$ cat src/rtl/fsg_pkg.sv
package fsg_pkg;
    localparam int DQ_W      = 8;
    localparam int TOG_A_BIT = 6;
    localparam int TOG_B_BIT = 2;

    typedef enum logic [2:0] {
        ST_IDLE,
        ST_PROG,
        ST_ERASE,
        ST_SUSP,
        ST_SUSP_PROG,
        ST_GUARD
    } op_state_e;

    function automatic logic [DQ_W-1:0] mk_status(input logic a, input logic b);
        logic [DQ_W-1:0] v;
        v = '0;
        v[TOG_A_BIT] = a;
        v[TOG_B_BIT] = b;
        return v;
    endfunction
endpackage

$ cat src/rtl/fsg_sector_lookup.sv
module fsg_sector_lookup #(
    parameter int SECT_IDX_W = 3,
    localparam int NUM_SECT  = 2 ** SECT_IDX_W
) (
    input  logic [SECT_IDX_W-1:0] rd_sect,
    input  logic [SECT_IDX_W-1:0] prog_sect,
    input  logic [NUM_SECT-1:0]   held_sel,
    input  logic [NUM_SECT-1:0]   new_sel,
    input  logic [NUM_SECT-1:0]   prot_mask,
    output logic                  rd_in_sel,
    output logic                  prog_prot,
    output logic                  erase_any,
    output logic                  erase_all_prot
);
    assign rd_in_sel      = held_sel[rd_sect];
    assign prog_prot      = prot_mask[prog_sect];
    assign erase_any      = |new_sel;
    assign erase_all_prot = ~|(new_sel & ~prot_mask);
endmodule

$ cat src/rtl/fsg_guard_timer.sv
module fsg_guard_timer #(
    parameter int MAX_LEN = 64,
    localparam int CNT_W  = $clog2(MAX_LEN + 1)
) (
    input  logic             clk,
    input  logic             rst_n,
    input  logic             load,
    input  logic [CNT_W-1:0] len,
    output logic             done
);
    typedef struct packed {
        logic             active;
        logic [CNT_W-1:0] cnt;
    } tmr_t;

    tmr_t tmr_d, tmr_q;

    always_comb begin
        tmr_d = tmr_q;
        if (load) begin
            tmr_d.active = 1'b1;
            tmr_d.cnt    = len - CNT_W'(1);
        end else if (tmr_q.active) begin
            if (tmr_q.cnt == '0) tmr_d.active = 1'b0;
            else                 tmr_d.cnt    = tmr_q.cnt - CNT_W'(1);
        end
    end

    always_ff @(posedge clk or negedge rst_n) begin
        if (!rst_n) tmr_q <= '0;
        else        tmr_q <= tmr_d;
    end

    assign done = tmr_q.active && (tmr_q.cnt == '0);

    assert_cnt_bound_R8: assert property (@(posedge clk) disable iff (!rst_n)
        tmr_q.cnt < CNT_W'(MAX_LEN));

    assert_count_down_R9: assert property (@(posedge clk) disable iff (!rst_n)
        (tmr_q.active && !load && tmr_q.cnt != '0) |=> (tmr_q.cnt == $past(tmr_q.cnt) - CNT_W'(1)));
endmodule

$ cat src/rtl/flash_status_gen.sv
module flash_status_gen
    import fsg_pkg::*;
#(
    parameter int SECT_IDX_W     = 3,
    parameter int PROT_PROG_CYC  = 6,
    parameter int PROT_ERASE_CYC = 20,
    localparam int NUM_SECT      = 2 ** SECT_IDX_W,
    localparam int GUARD_MAX     = (PROT_ERASE_CYC > PROT_PROG_CYC) ? PROT_ERASE_CYC : PROT_PROG_CYC,
    localparam int GUARD_W       = $clog2(GUARD_MAX + 1)
) (
    input  logic                  clk,
    input  logic                  rst_n,
    input  logic                  rd_stb,
    input  logic [SECT_IDX_W-1:0] rd_sect,
    input  logic [DQ_W-1:0]       array_data,
    input  logic [SECT_IDX_W-1:0] prog_sect,
    input  logic [NUM_SECT-1:0]   erase_sel,
    input  logic [NUM_SECT-1:0]   prot_mask,
    input  logic                  start_prog,
    input  logic                  start_erase,
    input  logic                  suspend,
    input  logic                  resume,
    input  logic                  op_done,
    output logic [DQ_W-1:0]       dout,
    output logic                  ready
);
    typedef struct packed {
        op_state_e           st;
        logic [NUM_SECT-1:0] sel;
        logic                tog_a;
        logic                tog_b;
        logic [DQ_W-1:0]     dout;
    } regs_t;

    regs_t r_d, r_q;

    logic               rd_in_sel, prog_prot, erase_any, erase_all_prot;
    logic               guard_load, guard_done;
    logic [GUARD_W-1:0] guard_len;

    fsg_sector_lookup #(.SECT_IDX_W(SECT_IDX_W)) u_lookup (
        .rd_sect        (rd_sect),
        .prog_sect      (prog_sect),
        .held_sel       (r_q.sel),
        .new_sel        (erase_sel),
        .prot_mask      (prot_mask),
        .rd_in_sel      (rd_in_sel),
        .prog_prot      (prog_prot),
        .erase_any      (erase_any),
        .erase_all_prot (erase_all_prot)
    );

    fsg_guard_timer #(.MAX_LEN(GUARD_MAX)) u_guard (
        .clk   (clk),
        .rst_n (rst_n),
        .load  (guard_load),
        .len   (guard_len),
        .done  (guard_done)
    );

    always_comb begin
        r_d        = r_q;
        guard_load = 1'b0;
        guard_len  = GUARD_W'(PROT_PROG_CYC);

        // state transitions
        unique case (r_q.st)
            ST_IDLE: begin
                if (start_prog) begin
                    if (prog_prot) begin
                        r_d.st     = ST_GUARD;
                        guard_load = 1'b1;
                    end else begin
                        r_d.st = ST_PROG;
                    end
                end else if (start_erase && erase_any) begin
                    if (erase_all_prot) begin
                        r_d.st     = ST_GUARD;
                        guard_load = 1'b1;
                        guard_len  = GUARD_W'(PROT_ERASE_CYC);
                    end else begin
                        r_d.st  = ST_ERASE;
                        r_d.sel = erase_sel;
                    end
                end
            end
            ST_PROG:      if (op_done) r_d.st = ST_IDLE;
            ST_ERASE: begin
                if (op_done) begin
                    r_d.st  = ST_IDLE;
                    r_d.sel = '0;
                end else if (suspend) begin
                    r_d.st = ST_SUSP;
                end
            end
            ST_SUSP: begin
                if (resume)          r_d.st = ST_ERASE;
                else if (start_prog) r_d.st = ST_SUSP_PROG;
            end
            ST_SUSP_PROG: if (op_done)    r_d.st = ST_SUSP;
            ST_GUARD:     if (guard_done) r_d.st = ST_IDLE;
            default:      r_d.st = ST_IDLE;
        endcase

        // read path, decided by the state the read arrives in
        if (rd_stb) begin
            unique case (r_q.st)
                ST_IDLE: r_d.dout = array_data;
                ST_SUSP: begin
                    if (rd_in_sel) begin
                        r_d.tog_b = ~r_q.tog_b;
                        r_d.dout  = mk_status(r_q.tog_a, ~r_q.tog_b);
                    end else begin
                        r_d.dout = array_data;
                    end
                end
                default: begin
                    r_d.tog_a = ~r_q.tog_a;
                    if (rd_in_sel) r_d.tog_b = ~r_q.tog_b;
                    r_d.dout = mk_status(~r_q.tog_a, rd_in_sel ? ~r_q.tog_b : 1'b1);
                end
            endcase
        end
    end

    always_ff @(posedge clk or negedge rst_n) begin
        if (!rst_n) begin
            r_q       <= '0;
            r_q.st    <= ST_IDLE;
        end else begin
            r_q <= r_d;
        end
    end

    assign dout  = r_q.dout;
    assign ready = (r_q.st == ST_IDLE) || (r_q.st == ST_SUSP);

    assert_idle_passthru_R2: assert property (@(posedge clk) disable iff (!rst_n)
        (r_q.st == ST_IDLE && rd_stb) |=> (dout == $past(array_data)));

    assert_prog_busy_R3: assert property (@(posedge clk) disable iff (!rst_n)
        (r_q.st == ST_IDLE && start_prog && !prog_prot) |=> !ready);

    assert_prog_toggle_R3: assert property (@(posedge clk) disable iff (!rst_n)
        (r_q.st == ST_PROG && rd_stb) |=> (dout[TOG_A_BIT] != $past(r_q.tog_a)));

    assert_susp_hold_R6: assert property (@(posedge clk) disable iff (!rst_n)
        (r_q.st == ST_SUSP && rd_stb && rd_in_sel) |=> (dout[TOG_A_BIT] == $past(r_q.tog_a)));

    assert_hold_no_read_R11: assert property (@(posedge clk) disable iff (!rst_n)
        !rd_stb |=> $stable(dout));
endmodule

$ cat config.mk
export PLATFORM = sky130hd
export DESIGN_NAME = flash_status_gen
export DESIGN_NICKNAME = d
export VERILOG_FILES = /design/src/rtl/fsg_pkg.sv /design/src/rtl/fsg_sector_lookup.sv /design/src/rtl/fsg_guard_timer.sv /design/src/rtl/flash_status_gen.sv
export SDC_FILE = /design/constraint.sdc
export NUM_CORES = 1
export LEC_CHECK = 0
export BUFFER_PORTS_ARGS = -buffer_cell sky130_fd_sc_hd__buf_2
export CORE_MARGIN = 1
export CORE_UTILIZATION = 45
export CTS_CLUSTER_SIZE = 10
export DETAILED_ROUTE_END_ITERATION = 8
export HOLD_SLACK_MARGIN = 0.05
export PLACE_DENSITY = 0.66
export SYNTH_ARGS = -nofsm -noshare
export SYNTH_HDL_FRONTEND = slang
export SYNTH_SLANG_ARGS = --single-unit
$ cat constraint.sdc
create_clock -name clk -period 2.3 [get_ports clk]
set_clock_uncertainty 0.1 [all_clocks]
set_input_delay 0.115 -clock clk [delete_from_list [all_inputs] [get_ports clk]]
set_output_delay 0.115 -clock clk [all_outputs]
set_load 0.005 [all_outputs]
==> flow_summary.ini <==
[run_status]
status = finished, final reports clean

[run]
maxCapViolCount = 0

[hold_path]
whs_path_depth = 4
min_from = array_data[2]
min_to = dout[2]$_DFFE_PN0P_
hold_path_class = input pin to flop

[synthesis]
syn_avg_cell_area_um2 = 9.73
synth_enable_flop_cells = 0
netlist_area_um2 = 1720
synth_warnings = 0
synth.net_count = 216
synthArstFlopShare_pct = 100
ys.flop_type = dfrtp_1
syn_inst = 177
netlist-cell-type-count = 56
seq_area_frac_synth_pct = 39.2
ys_ff_latch = 27

[finish]
num_antenna_cells = 0
final_common_cell = buf_2
nFillCells = 312
synthToLayoutAreaGrowth_pct = 25.1
final_cell_mix = 46 x buf_2, 27 x dfrtp_1, 18 x nand2_1, 17 x inv_1, 16 x dlygate4sd3_1
drive_gt1_share_pct = 28.3
final_nets = 273
fin_area_um2 = 2160

[clocking]
cts_max_path_buffers = 2
cts_buffers = 3
path_clk_slew_ps = 90
cts.sinks = 27
cts_root_buf = clkbuf_8
cts_max_level = 1
cts_resized = 0
clk_latency_ps = 270
cts_tree = done

[worst_setup_path]
path_class = flop to flop
cpMaxStageDelayCell = o41ai_1
worstPathArrival_ps = 2100
critPathRequiredTime_ps = 2360
timing.rr.start = u_guard.tmr_q[0]$_DFFE_PN0P_
rr_worst_depth = 8
crit_top_cell = inv_1
start_kind = flop
worstPathCellList = inv_1, ha_1, inv_1, o41ai_1, buf_4, nor4_1, xor2_1, and2_1
rrSetupSlack_ps = 260
rr_endpoint = u_guard.tmr_q[3]$_DFFE_PN0P_
worstPathMaxFanout = 4
critPathMaxStageDelay_ps = 550
crit_path_end_kind = flop

[power]
totalPowerFinal_mw = 2.09
leakage_nw = 1.04
peakVddDrop_v = 0.000370
powerDensity_nw_per_um2 = 969

[detailed_routing]
drtIter0Drc = 103
wl_per_cell_um = 13.6
vias_per_cell = 5.39
firstDrtPassIters = 4
wl_met1_um = 1810
drcViolationCount = 0
routed.top_layer = met3
dr_wl_met2_um = 1830
ant_nets = 0
wl_met3_um = 178
wl_um = 3820
via_count = 1515

[global_routing]
grt_max_degree = 28
grt_pass1_wl_um = 6570
overflow = 0
grt_antenna_before_repair = 0
grt.total_usage_pct = 20.2
grt_pass1_vias = 1539

[die]
io-pin-count = 47
start_util_pct = 47.1
core_area_um2 = 3660
rows = 22
die-width_um = 63.9
die_h_um = 63.9
dieArea_um2 = 4080

[timing]
max_freq_ghz = 0.490
fin_crit_ps = 2040
tns_ps = 0
hold_slack_ps = 71.6
setup_violations = 0
worstMarginPinSlew_ps = 577
rsz0062_at_grt = no
hold_viol = 0
slew-limit-headroom_pct = 61.0
period_share_pct = 88.8
report.final.slew_viol_count = 0
post-route-worst-setup-slack_ps = 257

[place]
port_buffers = 46
placed_area_um2 = 1950
dp_hpwl_um = 2960
place_ws_ps = 283
place_congestion = 0.848
sequential cells by signal (all words and copies together) (netlist names):
| name | count |
|---|---|
| dout | 8 |
| u_guard.tmr_q | 6 |
| r_q | 13 |
cell usage after synthesis (all sizes together) (3+ instances only):
cell / number / area, um2
nor2: 12 / 61.3
a21oi: 7 / 38.8
inv: 17 / 63.8
xor2: 3 / 26.3
nand2: 19 / 73.8
a21o: 4 / 31.3
nor4: 3 / 18.8
buf: 12 / 85.1
dfrtp: 27 / 676
nand2b: 6 / 37.5
a22o: 6 / 52.6
nor3: 3 / 20.0
mux2i: 12 / 120
critical path: cells and delay by family, from the launching register on:
| kind | cells | cell delay, ps |
|---|---|---|
| xor+xnor | 1 | 140 |
| simple gates | 2 | 210 |
| fa+ha+maj | 1 | 180 |
| compound gates | 1 | 550 |
| buf+inv | 3 | 380 |
| flops | 1 | 390 |
worst max path at each step:
| stage | start | to | cells after the start |
|---|---|---|---|
| after global placement | r_q[18]$_DFFE_PN0P_ | r_q[19]$_DFFE_PN0P_ | 5 |
| after global routing | u_guard.tmr_q[0]$_DFFE_PN0P_ | u_guard.tmr_q[3]$_DFFE_PN0P_ | 8 |
| final | u_guard.tmr_q[0]$_DFFE_PN0P_ | u_guard.tmr_q[3]$_DFFE_PN0P_ | 8 |
| after CTS | u_guard.tmr_q[0]$_DFFE_PN0P_ | u_guard.tmr_q[3]$_DFFE_PN0P_ | 8 |
| after detailed placement | r_q[18]$_DFFE_PN0P_ | r_q[13]$_DFFE_PN0P_ | 5 |
| after floorplan | u_guard.tmr_q[0]$_DFFE_PN0P_ | u_guard.tmr_q[2]$_DFFE_PN0P_ | 7 |
what timing repair did:
item	CTS	global route
buffers inserted	0	0
hold buffers	16	0
hold endpoints to repair	42	0
report_power, final:
group	leakage, nW	switching [mW]	total, mW	internal [mW]
Sequential	0.339	0.197	0.873	0.676
Combinational	0.678	0.462	0.950	0.488
Clock	0.0217	0.144	0.267	0.123
cell families after synthesis:
group	after synthesis	synth area share (%)
mux	16	11.3
simple gates	58	18.3
buf+inv	30	8.86
fa+ha+maj	1	0.726
compound gates	40	19.0
flops	27	39.2
xor+xnor	5	2.54
stage by stage:
step / utilization (%) / instances
4_1_cts: 58.9 / 281
2_1_floorplan: - / 177
6_report: 58.9 / 281
3_5_place_dp: 53.2 / 261
3_3_place_gp: 53.2 / 261
5_1_grt: 58.9 / 281
cell type report:
cell class | count | area, um2 | area share [%]
tap | 48 | 60.1 | 2.79
inverter | 17 | 63.8 | 2.96
sequential | 27 | 676 | 31.3
timing repair buffer | 65 | 413 | 19.2
multi-input combinational | 120 | 895 | 41.5
clock inverter | 1 | 7.51 | 0.348
clock buffer | 3 | 41.3 | 1.92
routing by layer:
metal	vias up	global-route usage (%)
met5	-	0
met4	0	5.97
met3	0	2.86
met2	56	35.6
met1	717	25.5
li1	742	-
(Power assumes the default switching activity.)
